### src/rtl/irqc_pkg.sv
// Shared types for the interrupt controller: the register word, the
// register-select encoding and the mask of bits that exist for a given
// source count. Assumes at most 31 sources in a 32-bit word.
package irqc_pkg;
    localparam int REG_W = 32;

    typedef logic [REG_W-1:0] word_t;

    typedef enum logic [1:0] {
        SEL_MASK  = 2'd0,
        SEL_PEND  = 2'd1,
        SEL_FORCE = 2'd2,
        SEL_CLEAR = 2'd3
    } reg_sel_e;

    // Bits 1..nsrc set, all others zero.
    function automatic word_t valid_bits(input int nsrc);
        word_t m;
        m = '0;
        for (int i = 1; i < REG_W; i++) begin
            if (i <= nsrc) m[i] = 1'b1;
        end
        return m;
    endfunction
endpackage

### src/rtl/irqc_regs.sv
// Software-visible mask and force registers, clear strobe decode and
// read multiplexer. Assumes one write per cycle. A force write has
// precedence over an acknowledge-driven force clear in the same cycle.
module irqc_regs
    import irqc_pkg::*;
#(
    parameter int NUM_SRC = 15
) (
    input  logic        clk,
    input  logic        rst_n,
    input  logic        reg_wr,
    input  logic [3:2]  reg_addr,
    input  word_t       reg_wdata,
    input  word_t       pend_q,
    input  word_t       ack_force_clr,
    output word_t       mask_q,
    output word_t       force_q,
    output word_t       clr_strobe,
    output word_t       reg_rdata
);
    localparam word_t VALID = valid_bits(NUM_SRC);

    reg_sel_e sel;
    assign sel = reg_sel_e'(reg_addr);

    // Mask register: loaded by software only.
    always_ff @(posedge clk) begin
        if (!rst_n)                          mask_q <= '0;
        else if (reg_wr && sel == SEL_MASK)  mask_q <= reg_wdata & VALID;
    end

    // Force register: software write, otherwise acknowledge clears bits.
    always_ff @(posedge clk) begin
        if (!rst_n)                          force_q <= '0;
        else if (reg_wr && sel == SEL_FORCE) force_q <= reg_wdata & VALID;
        else                                 force_q <= force_q & ~ack_force_clr;
    end

    // Clear strobe: one-cycle bit vector of pending bits to drop.
    always_comb begin
        clr_strobe = (reg_wr && sel == SEL_CLEAR) ? (reg_wdata & VALID) : '0;
    end

    // Read multiplexer; the clear word reads as zero.
    always_comb begin
        unique case (sel)
            SEL_MASK:  reg_rdata = mask_q;
            SEL_PEND:  reg_rdata = pend_q;
            SEL_FORCE: reg_rdata = force_q;
            default:   reg_rdata = '0;
        endcase
    end
endmodule

### src/rtl/irqc_pend.sv
// Per-source edge detector and pending flag. A request sets its flag on
// a 0->1 change seen at a clock edge; the set wins over a clear or an
// acknowledge of the same bit. Bit 0 and bits above NUM_SRC are tied off.
module irqc_pend
    import irqc_pkg::*;
#(
    parameter int NUM_SRC = 15
) (
    input  logic               clk,
    input  logic               rst_n,
    input  logic [NUM_SRC:1]   irq_req,
    input  word_t              clr,
    input  word_t              ack_clr,
    output word_t              pend_q,
    output word_t              rise
);
    for (genvar g = 0; g < REG_W; g++) begin : g_bit
        if (g >= 1 && g <= NUM_SRC) begin : g_src
            logic req_d;
            logic pend_b;

            assign rise[g]   = irq_req[g] & ~req_d;
            assign pend_q[g] = pend_b;

            // Track the previous request level and update the pending flag.
            always_ff @(posedge clk) begin
                if (!rst_n) begin
                    req_d  <= 1'b0;
                    pend_b <= 1'b0;
                end else begin
                    req_d  <= irq_req[g];
                    pend_b <= rise[g] | (pend_b & ~clr[g] & ~ack_clr[g]);
                end
            end
        end else begin : g_none
            assign rise[g]   = 1'b0;
            assign pend_q[g] = 1'b0;
        end
    end
endmodule

### src/rtl/irqc_prio.sv
// Priority encoder: the highest set bit among 1..NUM_SRC of the active
// vector becomes the level, and the trap type is base + level (0 if idle).
module irqc_prio
    import irqc_pkg::*;
#(
    parameter int NUM_SRC   = 15,
    parameter int LVL_W     = 4,
    parameter int TRAP_BASE = 16
) (
    input  word_t              active,
    output logic [LVL_W-1:0]   level,
    output logic [7:0]         trap
);
    // Scan upward so the highest active source is kept.
    always_comb begin
        level = '0;
        for (int i = 1; i <= NUM_SRC; i++) begin
            if (active[i]) level = LVL_W'(i);
        end
    end

    // Trap code for the selected level.
    always_comb begin
        trap = (level == '0) ? 8'h00 : (8'(TRAP_BASE) + 8'(level));
    end
endmodule

### src/rtl/irqc_top.sv
// Interrupt controller top: joins pending, register and priority logic
// and decodes the processor acknowledge. Assumes NUM_SRC fits LVL_W bits.
module irqc_top
    import irqc_pkg::*;
#(
    parameter int NUM_SRC = 15,
    parameter int LVL_W   = $clog2(NUM_SRC + 1)
) (
    input  logic               clk,
    input  logic               rst_n,
    input  logic               reg_wr,
    input  logic [3:2]         reg_addr,
    input  logic [31:0]        reg_wdata,
    output logic [31:0]        reg_rdata,
    input  logic [NUM_SRC:1]   irq_req,
    input  logic               ack_valid,
    input  logic [LVL_W-1:0]   ack_level,
    output logic [LVL_W-1:0]   irq_level,
    output logic [7:0]         trap_type
);
    word_t mask_q, force_q, pend_q, rise, clr_strobe;
    word_t ack_oh, ack_pend_clr, ack_force_clr, active;
    logic  ack_hit;

    // Acknowledge decode: drop the pending copy first, else the forced one.
    always_comb begin
        ack_hit       = ack_valid && (ack_level != '0) && (int'(ack_level) <= NUM_SRC);
        ack_oh        = word_t'(1) << ack_level;
        ack_pend_clr  = ack_hit ? (ack_oh & pend_q)  : '0;
        ack_force_clr = ack_hit ? (ack_oh & ~pend_q) : '0;
    end

    // Requests that reach the encoder.
    always_comb begin
        active = (pend_q | force_q) & mask_q;
    end

    irqc_pend #(.NUM_SRC(NUM_SRC)) u_pend (
        .clk     (clk),
        .rst_n   (rst_n),
        .irq_req (irq_req),
        .clr     (clr_strobe),
        .ack_clr (ack_pend_clr),
        .pend_q  (pend_q),
        .rise    (rise)
    );

    irqc_regs #(.NUM_SRC(NUM_SRC)) u_regs (
        .clk           (clk),
        .rst_n         (rst_n),
        .reg_wr        (reg_wr),
        .reg_addr      (reg_addr),
        .reg_wdata     (reg_wdata),
        .pend_q        (pend_q),
        .ack_force_clr (ack_force_clr),
        .mask_q        (mask_q),
        .force_q       (force_q),
        .clr_strobe    (clr_strobe),
        .reg_rdata     (reg_rdata)
    );

    irqc_prio #(.NUM_SRC(NUM_SRC), .LVL_W(LVL_W), .TRAP_BASE(16)) u_prio (
        .active (active),
        .level  (irq_level),
        .trap   (trap_type)
    );
endmodule

### config.mk
export PLATFORM = sky130hd
export DESIGN_NAME = irqc_top
export DESIGN_NICKNAME = d
export VERILOG_FILES = /design/src/rtl/irqc_pkg.sv /design/src/rtl/irqc_regs.sv /design/src/rtl/irqc_pend.sv /design/src/rtl/irqc_prio.sv /design/src/rtl/irqc_top.sv
export SDC_FILE = /design/constraint.sdc
export NUM_CORES = 1
export LEC_CHECK = 0
export CAP_MARGIN = 20
export CORE_UTILIZATION = 30
export DETAILED_ROUTE_END_ITERATION = 12
export GPL_TIMING_DRIVEN = 0
export PLACE_DENSITY = 0.54
export SETUP_SLACK_MARGIN = 0.2
export SLEW_MARGIN = 10
export SYNTH_ARGS = -nofsm -noshare
export SYNTH_HDL_FRONTEND = slang
export SYNTH_SLANG_ARGS = --single-unit
### constraint.sdc
create_clock -name clk -period 2.41 [get_ports clk]
set_input_delay 0.482 -clock clk [delete_from_list [all_inputs] [get_ports clk]]
set_output_delay 0.482 -clock clk [all_outputs]
set_load 0.02 [all_outputs]
-- After elaboration in Yosys (flattened, before gate mapping)
Index checks and enable logic that the tools add are counted.
- add/sub/neg operators: 1
- multipliers: 0
- divide/modulo/power cells: 0
- magnitude comparators: 0
- equality and inequality tests: 3
- shift operators: 1
- multiplexer cells: 21
- bitwise operators: 113
- reduce and logical (&&, ||, !) cells: 8
- operators by type and width (cell ; count):
    one-hot mux 32 bit (3 select lines) ; 1
    bitwise AND 32 bit ; 2
    2-to-1 mux 16 bit ; 3
    NOT 1 bit ; 46
    bitwise AND 1 bit ; 45
    bitwise AND 16 bit ; 2
    2-to-1 mux 32 bit ; 1
    2-to-1 mux 4 bit ; 8
    NOT 16 -> 32 bit ; 1
    NOT 32 bit ; 1
    << shifter 1 x 4 -> 32 bit, first input constant ; 1
    bitwise OR 16 bit ; 1
    bitwise OR 1 bit ; 15
    2-to-1 mux 3 bit ; 4
    2-to-1 mux 8 bit ; 1
    adder 5 x 4 -> 6 bit, first input constant ; 1
    equality test 2 bit, second input constant ; 2
    logical AND 1 bit ; 4
    logical NOT 4 bit ; 1
    2-to-1 mux 2 bit ; 2
    nonzero test 4 bit ; 1
    equality test 2 x 1 -> 1 bit, second input constant ; 1
    logical NOT 2 bit ; 1
    OR reduction 2 bit ; 1
    2-to-1 mux 1 bit ; 1
- register bits: 77
- bits in latches: 0
- RAM bits: 0
- memory bits (read-only): 0
- bits of input ports: 57
- output and inout bits: 44
- logic and storage cells: 180
- memories kept: 0

-- Depth between registers and ports, before layout
- word-level depth: 19
- gate-level depth with buffers: 8
- gate-level depth less buffers: 5

-- Cells and area by module
From an unflattened synthesis, not the netlist that was laid out.
- cell total of the unflattened synthesis: 525
- area, all modules: 4843.4 um2
- by module, submodules not included (module ; instances ; cells an instance ; area each (um2) ; sequential area each (um2)):
    irqc_regs ; 1 ; 264 ; 2618.8 ; 940.9
    irqc_pend ; 1 ; 143 ; 1418.9 ; 600.6
    irqc_top ; 1 ; 84 ; 581.8 ; 0.0
    irqc_prio ; 1 ; 34 ; 224.0 ; 0.0

-- Worst setup path after synthesis
OpenSTA, ideal clock, no wires.
- path type: register -> output
- start: register u_pend.g_bit[11].g_src.pend_b
- end: output trap_type[4]
- data arrival time: 1.707 ns
- required time: 1.928 ns
- setup slack: 0.221 ns
- stages on the path, launching flop included: 6
- buffers on the path: 0
- cells stage by stage: dfxtp_1 > o21ai_4 > nand2_2 > o2111ai_2 > a32oi_1 > or4b_1
- longest elaborated chain between the ends: 9
- elaborated cells between the ends (all ways): 10
- classes of those cells: 1 x add/sub; 6 x mux; 2 x bitwise; 1 x reduce/logical
- RTL lines (item ; RTL line ; RTL):
    start, declared ; irqc_pend.sv:20 ; logic pend_b;
    start signal, assigned ; irqc_pend.sv:32 ; pend_b <= rise[g] | (pend_b & ~clr[g] & ~ack_clr[g]);
    bitwise OR 16 bit * ; irqc_top.sv:35 ; active = (pend_q | force_q) & mask_q;
    bitwise AND 16 bit * ; irqc_top.sv:35 ;
    2-to-1 mux 4 bit * (5 in a row) ; irqc_prio.sv:18 ; if (active[i]) level = LVL_W'(i);
    net irq_level[0] ; irqc_top.sv:18 ; output logic [LVL_W-1:0] irq_level,
    adder 5 x 4 -> 6 bit / logical NOT 4 bit (equally long branches) ; irqc_prio.sv:24 ; trap = (level == '0) ? 8'h00 : (8'(TRAP_BASE) + 8'(level));
    2-to-1 mux 8 bit * ; irqc_prio.sv:24 ;
    end, declared ; irqc_top.sv:19 ; output logic [7:0] trap_type
The timed path passes the listed nets; every way through them passes the cells marked *.

-- Worst setup path in the final report
- start: register u_pend.g_bit[9].g_src.pend_b
- end: output trap_type[4]
- longest elaborated chain between the ends: 11
- elaborated cells between the ends (all ways): 12
- classes of those cells: 1 x add/sub; 8 x mux; 2 x bitwise; 1 x reduce/logical
- RTL lines (item ; RTL line):
    start, declared ; irqc_pend.sv:20
    start signal, assigned ; irqc_pend.sv:32
    bitwise OR 16 bit * ; irqc_top.sv:35
    bitwise AND 16 bit * ; irqc_top.sv:35
    2-to-1 mux 4 bit * (7 in a row) ; irqc_prio.sv:18
    adder 5 x 4 -> 6 bit / logical NOT 4 bit (equally long branches) ; irqc_prio.sv:24
    2-to-1 mux 8 bit * ; irqc_prio.sv:24
Every way passes the cells marked *; elsewhere a longest branch is shown, timed or not.

==> impl_metrics.py <==
metrics = {
    "status": {
        "outcome": "finished, violations left",
        "failed_checks": "setup timing",
    },
    "die": {
        "boundaryPins": 101,
        "die-area_sq_um": 10910,
        "coreArea_sq_um": 10230,
        "die_h_um": 104.5,
        "fp.dieW_um": 104.5,
        "start_util_pct": 30.78,
        "rows": 37,
    },
    "grt": {
        "antenna_found_initial": 0,
        "grt_pass1_vias": 2806,
        "grt_pass1_wl_um": 15230,
        "overflow": 0,
        "grt_max_degree": 11,
        "grt.total_usage_pct": 18.48,
    },
    "logic_synthesis": {
        "yosys-top-cells-count": "nand2_1, dfxtp_1, a21boi_0",
        "yosysWarnings": 0,
        "synth_top_area_cell": "dfxtp_1",
        "syn_inst": 387,
        "synth_cell_types": 35,
        "avgSynthCellArea_sq_um": 8.138,
        "ys_ff_latch": 61,
        "synth_area_sq_um": 3149,
        "synth_top_flop_cell": "dfxtp_1",
        "synth_top_area_share_pct": 38.78,
        "async_flop_share_pct": 0,
        "synth-edff-count": 0,
        "synth_most_common_cell": "nand2_1",
        "ys_seq_area_share_pct": 38.78,
        "synthTopCellsByArea": "dfxtp_1, nand2_1, a21boi_0",
    },
    "worst_setup_path": {
        "max_stage_delay_ns": 0.55,
        "end_kind": "output port",
        "crit_chain": "o21ai_4, nand2_2, o2111ai_4, a32oi_2, or4b_1, buf_4",
        "start_kind": "flop",
        "crit_type": "reg -> out",
        "worst-path-max-fanout": 4,
        "critPathSlowestCell": "or4b_1",
        "arrival_ns": 2.11,
        "cp_data_required_time_ns": 1.93,
    },
    "cts": {
        "htree_levels": 3,
        "cts_tree": "done",
        "clock_latency_ns": 0.34,
        "cts_root_buf": "clkbuf_8",
        "cts_buffer_depth": 2,
        "numClockSinks": 61,
        "cts_buffers": 9,
        "cts.clk_slew.worst_paths_ns": 0.06,
    },
    "placement": {
        "portBuffers": 63,
        "hpwl_um": 7004,
        "placed_area_sq_um": 4018,
        "dpl_worst_slack_ns": -1.015,
        "gp_congestion": 0.8259,
    },
    "power": {
        "total_power_mw": 2.466,
        "leakagePower_nw": 1.744,
        "ir_drop_v": 0.0002173,
        "p_per_area_nw_per_um2": 562.4,
    },
    "drt": {
        "via_count": 2989,
        "firstDrtPassIters": 4,
        "drt_iter0_drc": 98,
        "drt-total-wl_um": 9900,
        "drc": 0,
        "wire_per_inst_um": 15.74,
        "avgViaCountPerCell": 4.752,
        "postRouteAntennaNets": 0,
    },
    "sta": {
        "worst_pin_slew_ns": 0.6290,
        "skew_ns": 0.004824,
        "fin_crit_sh_pct": 107.7,
        "rsz0062_at_grt": "true",
        "maxSlewViolCount": 0,
        "setup_viol": 1,
        "holdWs_ns": 0.4817,
        "fmax_mhz": 385.2,
        "timing.final.hold_violations": 0,
        "min_period_ns": 2.596,
        "fin_ws_ns": -0.1861,
        "relSlewSlack_pct": 58.07,
    },
    "layout": {
        "antenna_cells": 0,
        "post-route-cell-area_sq_um": 4384,
        "post-route-util_pct": 42.85,
        "nFillCells": 1018,
        "area_growth_pct": 39.21,
        "final_layout_size_suffix_gt1_share_pct": 22.92,
        "finalNetCount": 545,
    },
    "job": {
        "max_cap_violations": 0,
    },
    "min_path": {
        "min_path_type": "reg -> reg",
    },
}
per-stage QoR:
| stage | TNS [ns] | cells |
|---|---|---|
| after global placement | -13.36 | 604 |
| after detailed placement | -13.29 | 604 |
| after floorplan | 0 | 405 |
| final | -0.1861 | 629 |
| after global routing | -0.2651 | 629 |
| after CTS | -0.1149 | 625 |
state kept, by name, indices dropped and copies added, names as in the netlist:
signal and count:
u_regs.mask_q 15, u_regs.force_q 16, u_pend.g_bit.g_src.pend_b 15, u_pend.g_bit.g_src.req_d 15
cell type report:
cell class / count / area (sq um) / share of cell area, %
flip-flops and latches: 61 / 1247 / 28.45
inverters: 15 / 56.30 / 1.284
clock buffers: 12 / 145.1 / 3.311
plain buffers: 38 / 240.2 / 5.479
multi-input cells: 291 / 1834 / 41.84
repair buffers: 72 / 643.1 / 14.67
well taps: 136 / 170.2 / 3.881
clock inverters: 4 / 47.55 / 1.084
layer usage:
| metal | routed length (um) | GRT usage [%] | share of wire (%) | up-vias |
|---|---|---|---|---|
| li1 | - | - | - | 1490 |
| met1 | 4471 | 24.60 | 45 | 1383 |
| met2 | 4526 | 29.33 | 46 | 108 |
| met3 | 811 | 4.323 | 8.2 | 8 |
| met4 | 89 | 5.918 | 0.90 | 0 |
| met5 | 0 | 0 | 0 | - |
report_power, final:
part	internal, mW	leakage, nW	switching, mW
Combinational	0.214	1.14	0.238
Clock	0.503	0.0964	0.400
Sequential	1.06	0.508	0.0487
Total	1.78	1.74	0.687
what timing repair did:
item / 4_1_cts / 5_1_grt
hold buffers: 0 / 0
setup endpoints to repair: 25 / 19
setup buffers: 5 / 4
pin swaps: 11 / 12
gates resized for setup: 112 / 45
worst max-delay path, delay by kind of cell, from the launching register on:
family          cells  cell delay, ns
compound gates      3            0.61
buf+inv             1            0.18
flops               1            0.35
simple gates        2            0.65
placed cells by master (no fill, tap or decap), drive strengths merged, types with 3 or more instances in the layout:
master	synthesis	final
dlygate4sd2	0	6
conb	1	19
and2	19	19
nor2	4	4
a21boi	30	30
clkdlybuf4s50	0	37
nand3	8	8
inv	15	15
or3	4	4
nand2	95	95
dfxtp	61	61
o211ai	17	17
and3	3	3
a32oi	17	17
buf	27	52
nor2b	18	18
nand2b	3	3
o21ai	29	29
mux2i	15	15
clkbuf	11	25
final timing paths:
path | from | endpoint | slack, ns | depth (start not counted)
max | u_pend.g_bit[9].g_src.pend_b | trap_type[4] | -0.19 | 6
min | u_regs.mask_q[6] | u_regs.mask_q[6] | 0.48 | 2
max reg2reg | u_regs.force_q[4] | u_regs.force_q[4] | 1.62 | 2
min reg2reg | u_regs.mask_q[6] | u_regs.mask_q[6] | 0.48 | 2
logic make-up after synthesis:
group	Yosys count	share of synthesized area, %
buffers and inverters	53	8.900
flip-flops	61	38.78
AND/OR/NAND/NOR	158	23.80
other	1	0.1191
AO/OA/AOI/OAI	99	23.64
multiplexers	15	4.767
Power figures use the tool's default switching activity.
